$ cat src/rtl/pg_pkg.sv
package pg_pkg;

  typedef enum logic [1:0] {
    KIND_READ  = 2'b00,
    KIND_WRITE = 2'b01,
    KIND_FETCH = 2'b10,
    KIND_SPARE = 2'b11
  } kind_e;

  typedef enum logic [1:0] {
    CAUSE_NONE     = 2'b00,
    CAUSE_ABSENT   = 2'b01,
    CAUSE_NOWRITE  = 2'b10,
    CAUSE_NOACCESS = 2'b11
  } cause_e;

  // entry flags, bit order matches the cfgPerm port
  typedef struct packed {
    logic present;
    logic canRead;
    logic canWrite;
    logic canExec;
  } perm_t;

  // strobes from control to datapath
  typedef struct packed {
    logic capture;
    logic load;
  } strobes_t;

endpackage

$ cat src/rtl/pg_ctrl.sv
module pg_ctrl
  import pg_pkg::*;
(
  input  logic     clk,
  input  logic     rstN,
  input  logic     reqValid,
  input  logic     cfgWe,
  output strobes_t strb,
  output logic     done
);

  always_comb begin
    strb.capture = reqValid;
    strb.load    = cfgWe;
  end

  always_ff @(posedge clk) begin
    if (!rstN) done <= 1'b0;
    else       done <= reqValid;
  end

  AST_DONE_AFTER_REQ: assert property (@(posedge clk) disable iff (!rstN)
    reqValid |=> done);

  AST_NO_DONE_WITHOUT_REQ: assert property (@(posedge clk) disable iff (!rstN)
    !reqValid |=> !done);

endmodule

$ cat src/rtl/pg_datapath.sv
module pg_datapath
  import pg_pkg::*;
#(
  parameter int PAGE_BITS   = 3,
  parameter int OFFSET_BITS = 12,
  parameter int FRAME_BITS  = 8
) (
  input  logic                            clk,
  input  logic                            rstN,
  input  strobes_t                        strb,
  input  logic [PAGE_BITS-1:0]            cfgIdx,
  input  logic [FRAME_BITS-1:0]           cfgFrame,
  input  perm_t                           cfgPerm,
  input  logic [PAGE_BITS+OFFSET_BITS-1:0] reqAddr,
  input  logic [1:0]                      reqKind,
  output logic [FRAME_BITS+OFFSET_BITS-1:0] physAddr,
  output logic                            fault,
  output logic [1:0]                      faultCause
);

  localparam int ENTRIES = 2 ** PAGE_BITS;
  localparam int LA_W    = PAGE_BITS + OFFSET_BITS;
  localparam int PA_W    = FRAME_BITS + OFFSET_BITS;

  perm_t                 permTbl  [ENTRIES];
  logic [FRAME_BITS-1:0] frameTbl [ENTRIES];

  for (genvar e = 0; e < ENTRIES; e++) begin : gEntry
    always_ff @(posedge clk) begin
      if (!rstN) begin
        permTbl[e]  <= '0;
        frameTbl[e] <= '0;
      end else if (strb.load && cfgIdx == PAGE_BITS'(e)) begin
        permTbl[e]  <= cfgPerm;
        frameTbl[e] <= cfgFrame;
      end
    end
  end

  logic [PAGE_BITS-1:0] pageIdx;
  perm_t                selPerm;
  cause_e               causeNext;
  logic [PA_W-1:0]      translated;

  always_comb begin
    pageIdx    = reqAddr[LA_W-1:OFFSET_BITS];
    selPerm    = permTbl[pageIdx];
    translated = {frameTbl[pageIdx], reqAddr[OFFSET_BITS-1:0]};
    if (!selPerm.present) begin
      causeNext = CAUSE_ABSENT;
    end else begin
      unique case (kind_e'(reqKind))
        KIND_WRITE: causeNext = selPerm.canWrite ? CAUSE_NONE : CAUSE_NOWRITE;
        KIND_FETCH: causeNext = selPerm.canExec  ? CAUSE_NONE : CAUSE_NOACCESS;
        default:    causeNext = selPerm.canRead  ? CAUSE_NONE : CAUSE_NOACCESS;
      endcase
    end
  end

  always_ff @(posedge clk) begin
    if (!rstN || !strb.capture) begin
      physAddr   <= '0;
      fault      <= 1'b0;
      faultCause <= CAUSE_NONE;
    end else begin
      physAddr   <= (causeNext == CAUSE_NONE) ? translated : '0;
      fault      <= (causeNext != CAUSE_NONE);
      faultCause <= causeNext;
    end
  end

  AST_FAULT_ZERO_ADDR: assert property (@(posedge clk) disable iff (!rstN)
    fault |-> physAddr == '0);

  AST_FLAG_MATCHES_CAUSE: assert property (@(posedge clk) disable iff (!rstN)
    fault == (faultCause != 2'b00));

  AST_OFFSET_PASSED: assert property (@(posedge clk) disable iff (!rstN)
    ($past(rstN) && $past(strb.capture) && !fault)
      |-> physAddr[OFFSET_BITS-1:0] == $past(reqAddr[OFFSET_BITS-1:0]));

  AST_WRITE_NOT_READCAUSE: assert property (@(posedge clk) disable iff (!rstN)
    ($past(rstN) && $past(strb.capture) && $past(reqKind) == 2'b01)
      |-> faultCause != 2'b11);

endmodule

$ cat src/rtl/page_guard.sv
module page_guard
  import pg_pkg::*;
#(
  parameter int PAGE_BITS   = 3,
  parameter int OFFSET_BITS = 12,
  parameter int FRAME_BITS  = 8
) (
  input  logic                              clk,
  input  logic                              rstN,
  input  logic                              cfgWe,
  input  logic [PAGE_BITS-1:0]              cfgIdx,
  input  logic [FRAME_BITS-1:0]             cfgFrame,
  input  logic [3:0]                        cfgPerm,
  input  logic                              reqValid,
  input  logic [PAGE_BITS+OFFSET_BITS-1:0]  reqAddr,
  input  logic [1:0]                        reqKind,
  output logic [FRAME_BITS+OFFSET_BITS-1:0] physAddr,
  output logic                              done,
  output logic                              fault,
  output logic [1:0]                        faultCause
);

  strobes_t strb;

  pg_ctrl uCtrl (
    .clk      (clk),
    .rstN     (rstN),
    .reqValid (reqValid),
    .cfgWe    (cfgWe),
    .strb     (strb),
    .done     (done)
  );

  pg_datapath #(
    .PAGE_BITS   (PAGE_BITS),
    .OFFSET_BITS (OFFSET_BITS),
    .FRAME_BITS  (FRAME_BITS)
  ) uPath (
    .clk        (clk),
    .rstN       (rstN),
    .strb       (strb),
    .cfgIdx     (cfgIdx),
    .cfgFrame   (cfgFrame),
    .cfgPerm    (perm_t'(cfgPerm)),
    .reqAddr    (reqAddr),
    .reqKind    (reqKind),
    .physAddr   (physAddr),
    .fault      (fault),
    .faultCause (faultCause)
  );

  AST_QUIET_WHEN_IDLE: assert property (@(posedge clk) disable iff (!rstN)
    !done |-> (physAddr == '0 && !fault && faultCause == 2'b00));

endmodule

$ cat config.mk
export PLATFORM = sky130hd
export DESIGN_NAME = page_guard
export DESIGN_NICKNAME = d
export VERILOG_FILES = /design/src/rtl/pg_pkg.sv /design/src/rtl/pg_ctrl.sv /design/src/rtl/pg_datapath.sv /design/src/rtl/page_guard.sv
export SDC_FILE = /design/constraint.sdc
export NUM_CORES = 1
export LEC_CHECK = 0
export CELL_PAD_IN_SITES_DETAIL_PLACEMENT = 1
export CELL_PAD_IN_SITES_GLOBAL_PLACEMENT = 1
export CORE_ASPECT_RATIO = 1.5
export CORE_MARGIN = 2
export CORE_UTILIZATION = 45
export DETAILED_ROUTE_END_ITERATION = 16
export DONT_BUFFER_PORTS = 1
export HOLD_SLACK_MARGIN = 0.08
export PLACE_DENSITY_LB_ADDON = 0.1
export SLEW_MARGIN = 20
export SYNTH_ARGS = -nofsm -noshare
export SYNTH_HDL_FRONTEND = slang
export SYNTH_SLANG_ARGS = --single-unit
$ cat constraint.sdc
create_clock -name clk -period 2.6 [get_ports clk]
set_input_delay 0.39 -clock clk [delete_from_list [all_inputs] [get_ports clk]]
set_output_delay 0.39 -clock clk [all_outputs]
set_load 0.05 [all_outputs]
# ---- Yosys cells after proc, flatten, opt, wreduce, memory -nomap -nowiden
# Memory sizes are Yosys's and may differ from the RTL's. A register that Yosys moved wholly into a read port is not among the register bits.
# Cells that the tools add are included.
dict set report totals {
  ff_bits 24
  mem_bits_rw 96
  output_inout_bits 24
  elab_cells 93
  memories 2
}
# memory words word_bits rd rd_clocked_by_memory_dff write_ports line
set mem_list {}
lappend mem_list {uPath.frameTbl 8 8 1 1 8 pg_datapath.sv:26} ;# logic [FRAME_BITS-1:0] frameTbl [ENTRIES];
lappend mem_list {uPath.permTbl 8 4 1 0 8 pg_datapath.sv:25} ;# perm_t permTbl [ENTRIES];
dict set report classes {
  eq_ne 9
  muxes 46
  bitwise 17
  n_reduce_logical 15
}
# operator n
set ops {}
lappend ops {{$mux W8} 8}
lappend ops {{$mux W4} 8}
lappend ops {{$mux W1} 25}
lappend ops {{$or A1 B1 Y1} 16}
lappend ops {{$eq A3 B3 Y1 const B} 4}
lappend ops {{$logic_and A1 B1 Y1} 8}
lappend ops {{$mux W2} 4}
lappend ops {{$eq A3 B2 Y1 const B} 2}
lappend ops {{$pmux W2 S2} 1}
lappend ops {{$eq A3 B1 Y1 const B} 1}
lappend ops {{$logic_not A3 Y1} 1}
lappend ops {{$eq A2 B1 Y1 const B} 1}
lappend ops {{$eq A2 B2 Y1 const B} 1}
lappend ops {{$logic_not A1 Y1} 2}
lappend ops {{$logic_not A2 Y1} 1}
lappend ops {{$reduce_bool A2 Y1} 1}
lappend ops {{$reduce_or A2 Y1} 1}
lappend ops {{$logic_or A1 B1 Y1} 1}
lappend ops {{$not A1 Y1} 1}

# ---- Depth between registers and ports, before layout
# Gate-level depths: netlist of the first run.
# An unclocked memory read counts as a cell.
dict set report depth {
  word_depth 7
  depth_mapped 7
}

# ---- Hierarchy
# A second synthesis of the first run with hierarchy kept.
dict set report unflattened {
  hier_cells 351
  hier_area_um2 5208.7
}
# mod instances cells_per_inst area_per_inst_um2 seq_area_each_um2
set modules_own_cells {}
lappend modules_own_cells {pg_datapath 1 347 5167.5 3343.2}
lappend modules_own_cells {pg_ctrl 1 4 41.3 20.0}

# ---- Worst setup path after synthesis of the first run
# Ideal clock, no wire load.
dict set report synth_path {
  kind {in2reg}
  from {input cfgIdx[2]}
  to {memory uPath.frameTbl[0][0] (enable)}
  arrival_ps 1542
  slack_ps 658
  path_stages 2
  n_path_buf 0
  path_cell_list {nand2b_1 > o31ai_1}
}
# element line
set synth_rtl {}
lappend synth_rtl {{start, declared} page_guard.sv:11} ;# input logic [PAGE_BITS-1:0] cfgIdx,
lappend synth_rtl {{end, declared} pg_datapath.sv:26}

# ---- Worst setup path after layout of the first run
dict set report layout_path {
  from {memory uPath.permTbl[7][1] (netlist bit)}
  to {register uPath.faultCause[1]}
}
dict set report layout_via {
  elab_chain_cells 4
}
# element line
set layout_rtl {}
lappend layout_rtl {{start, declared} pg_datapath.sv:25}
lappend layout_rtl {{$mem_v2 Z8 W4} -}
lappend layout_rtl {{$mux W2} pg_datapath.sv:53} ;# KIND_WRITE: causeNext = selPerm.canWrite ? CAUSE_NONE : CAUSE_NOWRITE;
lappend layout_rtl {{$pmux W2 S2} pg_datapath.sv:52} ;# unique case (kind_e'(reqKind))
lappend layout_rtl {{$mux W2} pg_datapath.sv:49} ;# if (!selPerm.present) begin
lappend layout_rtl {{end signal, assigned} pg_datapath.sv:68} ;# faultCause <= causeNext;
lappend layout_rtl {{end, declared} pg_datapath.sv:18} ;# output logic [1:0] faultCause
# No other way between the ends.
# A chain may end at the register's enable or synchronous reset.

==> results.md, run 1 <==
- Post-synthesis to final-layout area growth: 16.4%
- Data arrival at the endpoint of the critical path: ~2.2 ns
- Endpoint class of the critical path: flip-flop
- Row count: 48
- Endpoint of the worst hold path: uPath.physAddr[10]$_SDFF_PP0_
- Reg power frac: 45.4%
- Post-layout net count: between 400 and 500
- Clock latency reported for the late side of the worst-skew pair: 0.42 ns
- Number of primary I/O pins: 60
- Clock share of power: about 50%
- Final-report setup violation count: 0
- Internal power: between 3000 and 4000 uW
- Quantity of hold-fixing buffers added after cts: 0
- Switching power total: about 1100 uW
- Portion of the clock cycle consumed by the worst path in the final layout: approximately 73%
- TritonCTS clock tree: built
- Clock root buffer: sky130_fd_sc_hd__clkbuf_16
- Fmax: approximately 0.53 GHz
- Worst path top cell family by delay: multiplexers
- Slew at the pin with the worst max-slew slack: 0.634 ns
- Share of Yosys cell area claimed by the top area cell type: a little under three fifths
- Starting Density: a little under half
- Vias after detailed routing: approximately 2,900
- Post-layout min period: roughly 1.9 ns
- Sequential cell area fraction in the yosys report: between 60% and 70%
- Maximum count of clock buffers along a single path: 2
- Core region area: 11,400 um^2
- Post-synthesis cell type with the largest combined area: sky130_fd_sc_hd__edfxtp_1
- Unrepaired setup endpoints after global routing: false
- Post-detailed-route DRC marker count: 0
- Run status: completed
- CTS H-tree lvls: 4
- Post-synth top flop: sky130_fd_sc_hd__edfxtp_1
- Number of buffer and inverter stages on the critical path: 1
- Routed via count divided by cell count: 5.49
- Number of synthesized register bits: 120
- Global-route wire length before repair: about 19,000 um
- Hpwl dp: around 7700 um
- TritonCTS buffer count: 17
- Worst min-delay path category: input port to flip-flop
- Cell with the biggest individual delay on the critical path: sky130_fd_sc_hd__mux4_2
- Cell Area, Synth: between 5000 and 6000 um^2
- Worst-path clk slew: 0.06 ns
- Proportion of total power due to net switching: between 20% and 30%
- Share of layout cells above drive strength 1: 21.8%
- Power density over the cells: 829 nW/um^2
- Most numerous cell in the Yosys netlist: sky130_fd_sc_hd__and2_1
- CTS sink count: between 100 and 150
- Overall routed net length: between 10,000 and 15,000 um
- Crit start category: flip-flop
- Syn_nets: between 300 and 400
- Number of antenna violations at the first check in global routing: 0
- Final TNS setup: 0 ns
- Largest net degree at the start of global routing: 23
- Share of synthesized flip-flops with an asynchronous set or reset: 0%
- Global-route usage over all layers: a little over a fifth
- Slew margin rel.: roughly 57%
- Height of the die: around 140 um
- Post-Route Skew: about 0.015 ns
- Final weighted congestion of routability-driven global placement: about 0.7
- R2R Path Start: uPath.permTbl[7][1]$_SDFFCE_PN0P_
- Synthesized area divided by synthesized cell count: 14.9 um^2
- # Post-CTS Setup Buffers: 0
- WHS Path Cells: 2
- Cell types with the highest counts after synthesis: sky130_fd_sc_hd__and2_1, sky130_fd_sc_hd__edfxtp_1, sky130_fd_sc_hd__dfxtp_1
- Max-cap violations: 0
- Final design utilization: around 53%
- Type of the worst setup path: flip-flop to flip-flop
- Final antenna-violating net count: 0
- Post-Route Hold Slack: 0.101 ns
- DR iter-0 viols: between 200 and 250
- Cell chain of the critical path: mux4_2, mux2i_1, a221o_1, buf_4, nor3b_1
- Number of cells on the worst reg-to-reg path: 5
- Via count of the first global-routing pass: approximately 3,200
- R2R Path End: uPath.faultCause[1]$_SDFF_PP0_
- R2r setup slk: a little over 0.7 ns
- Final number of max-transition violations: 0
- Startpoint of the tightest hold check path: reqAddr[10]
- Delay of the slowest critical-path stage: between 0.4 and 0.5 ns
- Average detailed-routed wire length per instance: ~23 um
- Dominant cells by area after synthesis: sky130_fd_sc_hd__edfxtp_1, sky130_fd_sc_hd__and2_1, sky130_fd_sc_hd__mux4_2
- Antenna diode count: 0
- Synth Instances: around 350
- Post-layout instance area: 6030 um^2
- Static leakage: 0.00215 uW
- Largest fanout on the critical path: 21
- Synth cell types: 30
- Combinational fraction of design power: 5.8%
- Peak supply drop: between 0.0004 and 0.0005 V
- Count of yosys warnings during synthesis: 0
- Post-cts resize count: 0
- Area after detailed placement: between 5000 and 6000 um^2
- DIE AREA: 12,400 um^2
- First-pass iteration count of the detailed router: 4
- Total congestion overflow after global routing: 0
- Die width: slightly above 90 um
- I/O Buffers: 0
- Number of hold violations in the final report: 0
- Number of enable-type register cells in the synthesized netlist: 96
- Worst path required time: between 2 and 3 ns
kinds of logic (layout without fill, tap and decap cells):
logic type	count (synthesis)	after routing	share of synthesized area [%]
fa+ha+maj	2	2	0.483
flops	120	120	64.9
compound gates	35	35	5.00
buf+inv	24	54	2.15
simple gates	129	129	14.7
mux	37	37	12.7
layer usage:
metal | track usage [%] | wire length, um
met1 | 24.3 | 4700
met2 | 36.8 | 6520
met3 | 5.73 | 577
met4 | 8.59 | 197
met5 | 0 | 0
layout by cell type, fill, tap and decap left out, types with 2 or more instances in the layout:
cell / Yosys / final
sky130_fd_sc_hd__o21ai_1: 0 / 6
sky130_fd_sc_hd__clkbuf_16: 0 / 17
sky130_fd_sc_hd__nand2b_1: 3 / 3
sky130_fd_sc_hd__clkbuf_1: 13 / 2
sky130_fd_sc_hd__clkinv_4: 0 / 2
sky130_fd_sc_hd__edfxtp_1: 96 / 96
sky130_fd_sc_hd__a211oi_2: 8 / 8
sky130_fd_sc_hd__and2_1: 97 / 97
sky130_fd_sc_hd__nand3_1: 13 / 13
sky130_fd_sc_hd__buf_4: 0 / 19
sky130_fd_sc_hd__nand2_1: 5 / 5
sky130_fd_sc_hd__dfxtp_1: 24 / 24
sky130_fd_sc_hd__a21oi_1: 13 / 13
sky130_fd_sc_hd__mux4_2: 23 / 23
sky130_fd_sc_hd__nor2_1: 6 / 6
sky130_fd_sc_hd__ha_1: 2 / 2
sky130_fd_sc_hd__mux2i_1: 13 / 13
sky130_fd_sc_hd__inv_1: 3 / 3
sky130_fd_sc_hd__bufinv_16: 0 / 4
sky130_fd_sc_hd__o31ai_2: 0 / 2
sky130_fd_sc_hd__clkinvlp_4: 0 / 3
sky130_fd_sc_hd__nor3_1: 2 / 2
sky130_fd_sc_hd__clkinv_2: 0 / 3
worst reg2reg max path: cells and delay by family, from the launching register on:
kind | cells | cell delay [ns]
simple gates | 1 | 0.21
flops | 1 | 0.36
compound gates | 1 | 0.20
mux | 2 | 0.78
buf+inv | 1 | 0.26
area by class of cell:
class / instances / area, um^2
Sequential cell: 120 / 3360
Fill cell: 1082 / 5320
Timing Repair Buffer: 19 / 143
Inverter: 3 / 11.3
Tap cell: 150 / 188
Clock buffer: 19 / 433
Multi-Input combinational cell: 203 / 1720
Clock inverter: 13 / 179
registers in the layout, summed over array words and instances (netlist names):
signal / count
uPath.fault: 1
uPath.permTbl: 32
uCtrl.done: 1
uPath.frameTbl: 64
uPath.faultCause: 2
uPath.physAddr: 20
power by group through the flow:
stage | Sequential (uW) | Clock, uW | Combinational, uW
floorplan | 2300 | 0 | 233
global placement | 2310 | 0 | 293
detailed placement | 2320 | 0 | 296
CTS | 2280 | 2470 | 298
global route | 2280 | 2550 | 318
finish | 2270 | 2440 | 292
worst max-delay path by stage:
stage / start / cells after the start / end / slack, ns
finish: uPath.permTbl[7][1]$_SDFFCE_PN0P_ / 5 / uPath.faultCause[1]$_SDFF_PP0_ / 0.71
global route: uPath.permTbl[7][1]$_SDFFCE_PN0P_ / 5 / uPath.faultCause[1]$_SDFF_PP0_ / 0.58
CTS: uPath.permTbl[7][1]$_SDFFCE_PN0P_ / 5 / uPath.faultCause[1]$_SDFF_PP0_ / 0.70
detailed placement: reqAddr[12] / 4 / uPath.physAddr[13]$_SDFF_PP0_ / 0.69
global placement: reqAddr[12] / 4 / uPath.physAddr[13]$_SDFF_PP0_ / 0.72
floorplan: cfgIdx[2] / 2 / uPath.frameTbl[0][0]$_SDFFCE_PN0P_ / 0.66
stage by stage:
stage,power (uW),std cells,setup slack [ns]
2_1_floorplan,2530,347,0.658
3_3_place_gp,2600,495,0.722
3_5_place_dp,2610,495,0.690
4_1_cts,5040,527,0.702
5_1_grt,5150,527,0.579
6_report,5000,527,0.706
Note: power is estimated with default switching activity, not from simulation.
==> run 2, diff against run 1 <==
ABC_AREA = 1   (was unset)
clock period = 1.9 ns   (was 2.6 ns; I/O delays follow)
==> run 2 against run 1 <==
Compared with the run above:
- routed wire length grew 8.0%
- clock power up 27%
- non-clock buffer count is 9 higher
- synthesized cell count rose by 50%
- clock skew is 0.0074 ns lower
- final cell count increased by 33%
- clock-buffer cell count rose by 2
- largest power group unchanged
==> results.md, run 2 <==
- Run status: completed
- Post-layout net count: 578 (+44%)
- Final antenna-violating net count: 0 (unchanged)
- TritonCTS buffer count: 17 (unchanged)
- DR iter-0 viols: 183 (-14%)
- Fmax: roughly 0.57 GHz
- Worst-path clk slew: 0.05 ns (about the same)
- Number of antenna violations at the first check in global routing: 0 (unchanged)
- Starting Density: 45.7% (+0.055 points)
- Final TNS setup: 0 ns (unchanged)
- Number of hold violations in the final report: 0 (unchanged)
- Post-Route Hold Slack: 0.163 ns (+0.0616 ns)
- Largest fanout on the critical path: 20 (-4.8%)
- Share of synthesized flip-flops with an asynchronous set or reset: 0% (unchanged)
- Peak supply drop: 0.000722 V (+46%)
- Row count: 48 (unchanged)
- Synth Instances: 521 (+50%)
- Share of Yosys cell area claimed by the top area cell type: 55.6% (-0.067 points)
- Hpwl dp: 8390 um (+9.3%)
- CTS H-tree lvls: 4 (unchanged)
- TritonCTS clock tree: built
- Clock latency reported for the late side of the worst-skew pair: 0.42 ns (about the same)
- I/O Buffers: 0 (unchanged)
- Data arrival at the endpoint of the critical path: 2.05 ns (-0.18 ns)
- Post-detailed-route DRC marker count: 0 (unchanged)
- Crit start category: input port
- Core region area: 11,400 um^2 (unchanged)
- Final weighted congestion of routability-driven global placement: 0.748 (+4.4%)
- Share of layout cells above drive strength 1: 13.0% (-8.7 points)
- Final-report setup violation count: 0 (unchanged)
- Post-synthesis to final-layout area growth: 16.4% (about the same)
- Highest-count cells in the layout ignoring fill and taps: sky130_fd_sc_hd__nor2_1, sky130_fd_sc_hd__edfxtp_1, sky130_fd_sc_hd__nand2_1, sky130_fd_sc_hd__inv_1, sky130_fd_sc_hd__nand3_1
- Slew at the pin with the worst max-slew slack: 0.562 ns (-0.0714 ns)
- First-pass iteration count of the detailed router: 4 (unchanged)
- Count of yosys warnings during synthesis: 0 (unchanged)
- Antenna diode count: 0 (unchanged)
- Largest registers: uPath.frameTbl: 64 flops, uPath.permTbl: 32 flops, uPath.physAddr: 20 flops
- Portion of the clock cycle consumed by the worst path in the final layout: just over 90%
- Power density over the cells: 1100 nW/um^2 (+32%)
- Post-layout min period: roughly 1.8 ns
- Clock root buffer: sky130_fd_sc_hd__clkbuf_16
- Maximum count of clock buffers along a single path: 2 (unchanged)
- Post-synth top flop: sky130_fd_sc_hd__edfxtp_1
- Most common library cell in the layout ignoring fill and taps: sky130_fd_sc_hd__nor2_1
- Number of primary I/O pins: 60 (unchanged)
- WHS Path Cells: 4 (+2)
- Syn_nets: 559 (+45%)
- Post-cts resize count: 0 (unchanged)
- Endpoint class of the critical path: flip-flop
- Static leakage: 0.00250 uW (+16%)
- Routed via count divided by cell count: 5.19 (-5.4%)
- Die width: 91.7 um (about the same)
- Area after detailed placement: 5320 um^2 (-1.9%)
- Number of cells on the worst reg-to-reg path: 9 (+4)
- Vias after detailed routing: 3,644 (+26%)
- Type of the worst setup path: input port to flip-flop
- Post-layout instance area: 6040 um^2 (about the same)
- Via count of the first global-routing pass: 3,953 (+24%)
- Global-route wire length before repair: 20,700 um (+12%)
- Flip-flop count of the largest register, all copies and words added: 64 (unchanged)
- Largest net degree at the start of global routing: 59 (+160%)
- Number of synthesized register bits: 120 (unchanged)
- Total congestion overflow after global routing: 0 (unchanged)
- Cell types with the highest counts after synthesis: sky130_fd_sc_hd__nor2_1, sky130_fd_sc_hd__edfxtp_1, sky130_fd_sc_hd__nand2_1
- Average detailed-routed wire length per instance: 18.5 um (-19%)
- Number of enable-type register cells in the synthesized netlist: 96 (unchanged)
- Synthesized area divided by synthesized cell count: 9.96 um^2 (-33%)
- CTS sink count: 120 (unchanged)
- Synth cell types: 23 (-23%)
- Max-cap violations: 0 (unchanged)
- Final design utilization: 53.2% (about the same)
- Cell Area, Synth: 5190 um^2 (+0.12%)
- Post-synthesis cell type with the largest combined area: sky130_fd_sc_hd__edfxtp_1
- Top register by number of flip-flops: uPath.frameTbl
- Worst min-delay path category: input port to flip-flop
- Dominant cells by area after synthesis: sky130_fd_sc_hd__edfxtp_1, sky130_fd_sc_hd__dfxtp_1, sky130_fd_sc_hd__nor2_1
- Unrepaired setup endpoints after global routing: false
- Post-Route Skew: 0.00744 ns (-0.00735 ns)
- Global-route usage over all layers: 22.6% (+1.5 points)
- Worst path required time: 2.19 ns (-0.74 ns)
- Height of the die: 135 um (about the same)
- Final number of max-transition violations: 0 (unchanged)
- Overall routed net length: 13,000 um (+8.0%)
- DIE AREA: 12,400 um^2 (+0.12%)
- Sequential cell area fraction in the yosys report: 64.8% (-0.078 points)
- Most numerous cell in the Yosys netlist: sky130_fd_sc_hd__nor2_1
- Slew margin rel.: 62.4% (+4.9 points)
- Final Total Pwr: 6630 uW (+33%)
## run 2: changes by cell type after synthesis, sizes merged, moves of 23 or more
cell and change:
nand2 +90, nor2 +121, mux4 -23, and2 -97
nand3 +31, inv +54
## run 2: kinds of logic after synthesis
logic type / synth area share, %
flip-flops: 64.8
adder cells (fa/ha/maj): 0.482
AO/OA/AOI/OAI: 5.74
AND/OR/NAND/NOR: 21.9
buffers and inverters: 7.09
## run 2: report_power, final
part	switching [uW]	leakage [uW]	internal [uW]
Sequential	105	0.00112	3000
Combinational	283	0.00110	139
Clock	1080	0.000276	2030
## run 2: timing repair
| action | 4_1_cts | 5_1_grt |
|---|---|---|
| hold endpoints to repair | 16 | 0 |
| setup buffers | 0 | 0 |
| hold buffers | 15 | 0 |
## run 2: through the flow
stage,worst slack [ns],instances
after detailed placement,0.257,656
after global placement,0.313,656
after floorplan,0.251,521
after CTS,0.175,702
after global routing,0.0648,702
final,0.144,702
## run 2: layout make-up
cell class	instances	area, um^2
fillers	1279	5310
flip-flops and latches	120	3360
multi-input cells	316	1460
clock buffers	21	440
repair buffers	28	248
inverters	57	214
well taps	150	188
clock inverters	10	129
## run 2: worst max-delay path, cell delays in order
cell and delay [ns]:
sky130_fd_sc_hd__dlygate4sd3_1 0.57, sky130_fd_sc_hd__nand2_1 0.12, sky130_fd_sc_hd__dlygate4sd3_1 0.58, sky130_fd_sc_hd__inv_1 0.06
sky130_fd_sc_hd__nand3_2 0.07, sky130_fd_sc_hd__buf_4 0.30, sky130_fd_sc_hd__nor2_2 0.06
## run 2: worst paths after layout
path / from / to / slack (ns)
min: reqAddr[14] / uPath.physAddr[17]$_SDFF_PP0_ / 0.16
min reg2reg: uPath.frameTbl[2][4]$_SDFFCE_PN0P_ / uPath.physAddr[16]$_SDFF_PP0_ / 0.76
max: reqValid / uPath.physAddr[0]$_SDFF_PP0_ / 0.14
max reg2reg: uPath.permTbl[0][2]$_SDFFCE_PN0P_ / uPath.physAddr[0]$_SDFF_PP0_ / 0.36
## run 2: metal layers
metal | vias up | global-route usage (%) | part of all wire, %
met5 | - | 0 | 0
met4 | 0 | 8.33 | 1.4
met3 | 13 | 5.68 | 3.9
met2 | 79 | 41.2 | 54
met1 | 1811 | 25.1 | 41
li1 | 1741 | - | -
